[src/rtl/tref_pkg.sv]
// Package: shared types and helpers for the timing reference decoder.
// Assumes the status flags are ordered F, V, H from high to low.
package tref_pkg;

    localparam int FLAG_W = 3;
    localparam int PROT_W = 4;

    typedef enum logic [1:0] {
        SCAN_IDLE  = 2'd0,
        SCAN_ONES  = 2'd1,
        SCAN_ZERO1 = 2'd2,
        SCAN_ZERO2 = 2'd3
    } scan_state_t;

    typedef struct packed {
        logic fld;
        logic vbl;
        logic eav;
    } tref_flags_t;

    // Expected protection bits for flags {F,V,H}, returned high to low.
    function automatic logic [PROT_W-1:0] tref_prot(input logic [FLAG_W-1:0] fvh);
        tref_prot = {fvh[1] ^ fvh[0], fvh[2] ^ fvh[0], fvh[2] ^ fvh[1], ^fvh};
    endfunction

endpackage

[src/rtl/tref_preamble_scan.sv]
// Module: lead-in scanner. Tracks the all-ones, zero, zero byte sequence.
// It flags the byte that follows that sequence as a status word.
// Assumes one byte per clock. A broken lead-in restarts on the breaking byte.
module tref_preamble_scan
    import tref_pkg::*;
#(
    parameter int DATA_W = 8
) (
    input  logic              clk,
    input  logic              rst_n,
    input  logic [DATA_W-1:0] byte_in,
    output logic              status_now,
    output logic              ones_now
);

    localparam logic [DATA_W-1:0] ALL_ONES  = '1;
    localparam logic [DATA_W-1:0] ALL_ZEROS = '0;

    scan_state_t state_q;
    scan_state_t state_d;
    logic        is_zero;

    assign ones_now   = (byte_in == ALL_ONES);
    assign is_zero    = (byte_in == ALL_ZEROS);
    assign status_now = (state_q == SCAN_ZERO2);

    // Next-state choice; a mismatch restarts the search on the current byte.
    always_comb begin
        state_d = ones_now ? SCAN_ONES : SCAN_IDLE;
        unique case (state_q)
            SCAN_IDLE:  state_d = ones_now ? SCAN_ONES : SCAN_IDLE;
            SCAN_ONES:  if (is_zero) state_d = SCAN_ZERO1;
            SCAN_ZERO1: if (is_zero) state_d = SCAN_ZERO2;
            SCAN_ZERO2: state_d = SCAN_IDLE;
            default:    state_d = SCAN_IDLE;
        endcase
    end

    // State register with synchronous active-low reset.
    always_ff @(posedge clk) begin
        if (!rst_n) state_q <= SCAN_IDLE;
        else        state_q <= state_d;
    end

endmodule

[src/rtl/tref_status_check.sv]
// Module: status word checker. Computes the protection syndrome.
// It repairs a single wrong F/V/H bit and accepts a word whose only
// error is one protection bit. Purely combinational.
// Assumes the marker bit is the MSB, F/V/H sit below it, and the four
// protection bits follow. Any bits below those are ignored.
module tref_status_check
    import tref_pkg::*;
#(
    parameter int DATA_W = 8
) (
    input  logic [DATA_W-1:0] word_in,
    output tref_flags_t       flags_out,
    output logic              word_ok
);

    localparam int MARK_POS = DATA_W - 1;
    localparam int FVH_HI   = DATA_W - 2;
    localparam int FVH_LO   = FVH_HI - FLAG_W + 1;
    localparam int PROT_HI  = FVH_LO - 1;
    localparam int PROT_LO  = PROT_HI - PROT_W + 1;

    logic [FLAG_W-1:0] fvh_rx;
    logic [FLAG_W-1:0] fvh_fix;
    logic [FLAG_W-1:0] flip;
    logic [PROT_W-1:0] prot_rx;
    logic [PROT_W-1:0] syndrome;
    logic              parity_only;

    assign fvh_rx   = word_in[FVH_HI:FVH_LO];
    assign prot_rx  = word_in[PROT_HI:PROT_LO];
    assign syndrome = prot_rx ^ tref_prot(fvh_rx);

    // One syndrome column per flag bit; a match marks that flag as flipped.
    for (genvar gi = 0; gi < FLAG_W; gi++) begin : g_col
        localparam logic [FLAG_W-1:0] ONE_HOT = FLAG_W'(1) << gi;
        assign flip[gi] = (syndrome == tref_prot(ONE_HOT));
    end

    // Single protection-bit error: syndrome has exactly one bit set.
    assign parity_only = (syndrome != '0) &&
                         ((syndrome & (syndrome - PROT_W'(1))) == '0);

    // Apply the correction and decide whether the word is usable.
    always_comb begin
        fvh_fix   = fvh_rx ^ flip;
        word_ok   = word_in[MARK_POS] &
                    ((syndrome == '0) | parity_only | (|flip));
        flags_out = '{fld: fvh_fix[2], vbl: fvh_fix[1], eav: fvh_fix[0]};
    end

endmodule

[src/rtl/tref_sync_regs.sv]
// Module: output register stage. Turns a decoded status word into strobes.
// It holds the field and blanking flags and the active-video state.
// Assumes status_now marks the cycle in which the status byte is on the bus.
module tref_sync_regs
    import tref_pkg::*;
(
    input  logic        clk,
    input  logic        rst_n,
    input  logic        status_now,
    input  logic        ones_now,
    input  logic        word_ok,
    input  tref_flags_t flags_in,
    output logic        sav_stb,
    output logic        eav_stb,
    output logic        code_err,
    output logic        fld,
    output logic        vblank,
    output logic        active
);

    logic accept;
    logic act_q;

    assign accept = status_now & word_ok;

    // One-cycle strobes for accepted and rejected status words.
    always_ff @(posedge clk) begin
        if (!rst_n) begin
            sav_stb  <= 1'b0;
            eav_stb  <= 1'b0;
            code_err <= 1'b0;
        end else begin
            sav_stb  <= accept & ~flags_in.eav;
            eav_stb  <= accept &  flags_in.eav;
            code_err <= status_now & ~word_ok;
        end
    end

    // Held field and blanking flags, loaded only from accepted words.
    always_ff @(posedge clk) begin
        if (!rst_n) begin
            fld    <= 1'b0;
            vblank <= 1'b0;
        end else if (accept) begin
            fld    <= flags_in.fld;
            vblank <= flags_in.vbl;
        end
    end

    // Active state: set by SAV outside blanking, cleared by an all-ones byte or EAV.
    always_ff @(posedge clk) begin
        if (!rst_n)        act_q <= 1'b0;
        else if (ones_now) act_q <= 1'b0;
        else if (accept)   act_q <= ~flags_in.eav & ~flags_in.vbl;
    end

    // Qualifier drops in the same cycle an all-ones byte appears.
    assign active = act_q & ~ones_now;

endmodule

[src/rtl/tref_decoder.sv]
// Module: top of the embedded-sync timing reference decoder.
// Chains the lead-in scanner, the status word checker and the output registers.
// Assumes one video byte per rising clock edge and a synchronous active-low reset.
module tref_decoder
    import tref_pkg::*;
#(
    parameter int DATA_W = 8
) (
    input  logic              clk,
    input  logic              rst_n,
    input  logic [DATA_W-1:0] vid_byte,
    output logic              sav_stb,
    output logic              eav_stb,
    output logic              fld,
    output logic              vblank,
    output logic              active,
    output logic              code_err
);

    logic        status_now;
    logic        ones_now;
    logic        word_ok;
    tref_flags_t flags;

    tref_preamble_scan #(.DATA_W(DATA_W)) i_scan (
        .clk        (clk),
        .rst_n      (rst_n),
        .byte_in    (vid_byte),
        .status_now (status_now),
        .ones_now   (ones_now)
    );

    tref_status_check #(.DATA_W(DATA_W)) i_check (
        .word_in   (vid_byte),
        .flags_out (flags),
        .word_ok   (word_ok)
    );

    tref_sync_regs i_regs (
        .clk        (clk),
        .rst_n      (rst_n),
        .status_now (status_now),
        .ones_now   (ones_now),
        .word_ok    (word_ok),
        .flags_in   (flags),
        .sav_stb    (sav_stb),
        .eav_stb    (eav_stb),
        .code_err   (code_err),
        .fld        (fld),
        .vblank     (vblank),
        .active     (active)
    );

endmodule

[config.mk]
export PLATFORM = sky130hd
export DESIGN_NAME = tref_decoder
export DESIGN_NICKNAME = d
export VERILOG_FILES = /design/src/rtl/tref_pkg.sv /design/src/rtl/tref_preamble_scan.sv /design/src/rtl/tref_status_check.sv /design/src/rtl/tref_sync_regs.sv /design/src/rtl/tref_decoder.sv
export SDC_FILE = /design/constraint.sdc
export NUM_CORES = 1
export LEC_CHECK = 0
export ABC_AREA = 1
export BUFFER_PORTS_ARGS = -buffer_cell sky130_fd_sc_hd__buf_2
export CORE_MARGIN = 2
export CORE_UTILIZATION = 35
export CTS_CLUSTER_SIZE = 16
export DETAILED_ROUTE_END_ITERATION = 8
export PLACE_DENSITY_LB_ADDON = 0.08
export SETUP_SLACK_MARGIN = 0.2
export SLEW_MARGIN = 20
export SYNTH_ARGS = -nofsm -noshare
export SYNTH_HDL_FRONTEND = slang
export SYNTH_SLANG_ARGS = --single-unit
[constraint.sdc]
create_clock -name clk -period 2.2 [get_ports clk]
set_input_delay 0.11 -clock clk [delete_from_list [all_inputs] [get_ports clk]]
set_output_delay 0.11 -clock clk [all_outputs]
set_load 0.02 [all_outputs]
==> out/results.ini <==
[clock_tree]
clk_pin_slew_ns = 0.05
root_buffer = clkbuf_4
numCtsBuffers = 3
cts_hold_buf = 0
postCtsResizedCells = 0
cts.sinks = 8
htreeDepth = 1
worst_skew_pair.late_latency_ns = 0.25
cts_tree = built
clockBufferDepth = 2
cts_setup_buffers = 0

[logic_synthesis]
synthesis.area_sq_um = 692
synth_most_common_cell = nand2_1
synth_edf_count = 0
synthMuxAreaShare_pct = 0
synthSimpleGateAreaFrac_pct = 56.1
postSynthCellCount = 109
synth_fp_nets = 121
ys_ff_latch = 8
ys_async_sr_fraction_pct = 0
synthFlopType = dfxtp_1
synth_top_area_cell = dfxtp_1
yosys-top-cells-count = 35 x nand2_1, 13 x inv_1, 10 x nand3_1
syn_area_per_cell_sq_um = 6.35
ys_warn_count = 0
synth_fa_ha_area_share_pct = 3.62
synth_top_family_by_area = simple AND/OR/NAND/NOR gates
synthXorXnorAreaFrac_pct = 3.62
synthTopCellsByArea = dfxtp_1 23%, nand2_1 19%, nand3_1 7.2%, inv_1 7.1%, nand3_2 5.8%
synth-seq-area-share_pct = 23.1
synth_compound_area_share_pct = 4.88
synth_cell_type_count = 22
synth_top_area_share_pct = 23.1

[worst_setup_path]
cpMaxStageDelayCell = ha_1
worstReg2RegStart = i_scan.state_q[1]
cp.depth = 13
r2r_slack_ns = 1.17
crit_start = vid_byte[4]
worstReg2RegEnd = i_regs.fld
critical_path.max_fanout = 5
worst_path_largest_cell_delay_ns = 0.36
worstPathCellList = buf_2 > inv_1 > ha_1 > xor2_2 > nand3_2 > nor2_2 > inv_2 > nand2_2 > inv_2 > nand2_1 > nand3_2 > nand2_1 > a21oi_1
cp.arrival_ns = 1.75
cp.required_ns = 2.33
critPathTopFamily = simple AND/OR/NAND/NOR gates
worst-path-buf-inv = 4
path_class = in -> reg
reg2regPathDepth = 5
critPathLaunchType = input pin
cp-endpoint = i_regs.fld
endpoint_kind = flip-flop

[global_routing]
grt_pass1_vias = 629
grt_util_all_layers_pct = 14.6
antenna_found_initial = 0
grt_pass1_wl_um = 2630
grt_max_degree = 9
grt-ovfl-total = 0

[drt]
drt_iter0_drc = 8
viasPerCell = 4.54
wl_per_cell_um = 9.85
route.antenna.remaining_nets = 0
drt-total-wl_um = 1520
num_vias = 699
route.detailed.drc = 0
drt-pass1-iter-count = 3

[power]
ir_worst_vdd_mv = 0.161
clkPwrFrac_pct = 28.3
leakage_nw = 0.445
power.density_nw_per_um2 = 464
sw_frac_of_total_pct = 34.0
intPower_mw = 0.252
p_seq_share_pct = 38.0
power_frac_comb_pct = 33.7
power.switching_mw = 0.130

[sta]
finalHoldViolCount = 0
final.setup.tns_ns = 0
tightest_slew_ns = 0.514
fin_crit_ns = 1.62
grt_setup_unrepaired = no
max_freq_ghz = 0.616
finalCritPeriodShare_pct = 73.7
finClkSkew_ns = 0.00320
slew_headroom_pct = 65.4
setup_viol = 0
maxSlewViolCount = 0

[place]
dp.cells = 151
port_buffers = 15
dpl.hpwl_um = 1310
place_congestion = 0.809

[floorplan]
fp.dieH_um = 48.5
io_pins = 16
row_count = 16
die_area_sq_um = 2350
coreArea_sq_um = 1920
die_width_um = 48.5
floorplan.initialDensity_pct = 36.0

[cells_and_area]
layoutNonFillerInstCount = 154
nets = 141
drive_above_1_share_pct = 32.3
n_antenna_cell = 0
syn_to_final_growth_pct = 19.0

[hold_path]
hold_path_class = in -> reg
min_path_cells = 3

[outcome]
status = completed

[run]
maxCapViolations = 0

## logic make-up (layout without fill, tap and decap cells)
kind of cell / after synthesis / count (layout)
simple gates: 75 / 75
buf+inv: 16 / 34
flops: 8 / 8
compound gates: 6 / 6
fa+ha+maj: 2 / 2
xor+xnor: 2 / 2
## per-layer routing
| metal | vias up | wire length (um) | share of wire, % | track usage (%) |
|---|---|---|---|---|
| met3 | 4 | 35 | 2.3 | 0.926 |
| met4 | 0 | 39 | 2.6 | 10.0 |
| li1 | 385 | - | - | - |
| met5 | - | 0 | 0 | 0 |
| met1 | 296 | 696 | 46 | 17.4 |
| met2 | 14 | 745 | 49 | 25.0 |
## layout make-up
type | instances | area [sq um]
clock buffer | 3 | 22.5
fill | 218 | 1100
inverter | 16 | 60.1
multi-input combinational | 85 | 472
sequential | 8 | 160
tap | 27 | 33.8
timing repair buffer | 15 | 75.1
## flip-flops by register name, summed over array words and instances (netlist names)
register and cells:
i_regs.act_q 1, i_regs.eav_stb 1, i_regs.vblank 1, i_regs.fld 1, i_regs.sav_stb 1, i_regs.code_err 1
i_scan.state_q 2
## metrics by stage
step | utilization (%) | worst slack, ns | hold WS [ns] | power (mW) | area [sq um]
3_3_place_gp | 41.7 | 0.307 | 0.451 | 0.278 | 801
5_1_grt | 42.8 | 0.398 | 0.212 | 0.415 | 823
3_5_place_dp | 41.7 | 0.290 | 0.453 | 0.279 | 801
2_1_floorplan | - | 0.674 | 0.295 | 0.247 | 692
6_report | 42.8 | 0.578 | 0.208 | 0.382 | 823
4_1_cts | 42.8 | 0.545 | 0.207 | 0.387 | 823
## cell usage in the layout (no fill, tap or decap), types with 2 or more instances in the layout
cell,n
dfxtp_1,8
nor3_1,4
nand3_1,10
nand2_1,35
inv_2,3
buf_2,15
nor2_2,4
a21oi_1,4
nor2_1,5
nand3_2,4
nand2_4,2
ha_1,2
nand2_2,6
inv_1,13
clkbuf_4,3
## worst min path at each step
stage	startpoint	end	slack, ns
CTS	vid_byte[7]	i_regs.sav_stb	0.21
floorplan	vid_byte[7]	i_regs.sav_stb	0.30
global route	vid_byte[7]	i_regs.sav_stb	0.21
detailed placement	i_regs.vblank	i_regs.vblank	0.45
finish	vid_byte[7]	i_regs.sav_stb	0.21
global placement	i_regs.vblank	i_regs.vblank	0.45
## power groups by stage
stage / registers [mW] / clock network [mW] / logic [mW]
floorplan: 0.148 / 0 / 0.0987
global placement: 0.148 / 0 / 0.130
detailed placement: 0.148 / 0 / 0.131
CTS: 0.145 / 0.111 / 0.131
global route: 0.145 / 0.123 / 0.147
finish: 0.145 / 0.108 / 0.129
## worst register-to-register path, delay by kind of cell, from the launching register on
kind | cells | cell delay [ns]
flops | 1 | 0.35
buf+inv | 1 | 0.17
compound gates | 1 | 0.06
simple gates | 3 | 0.32
Power figures use the tool's default switching activity.
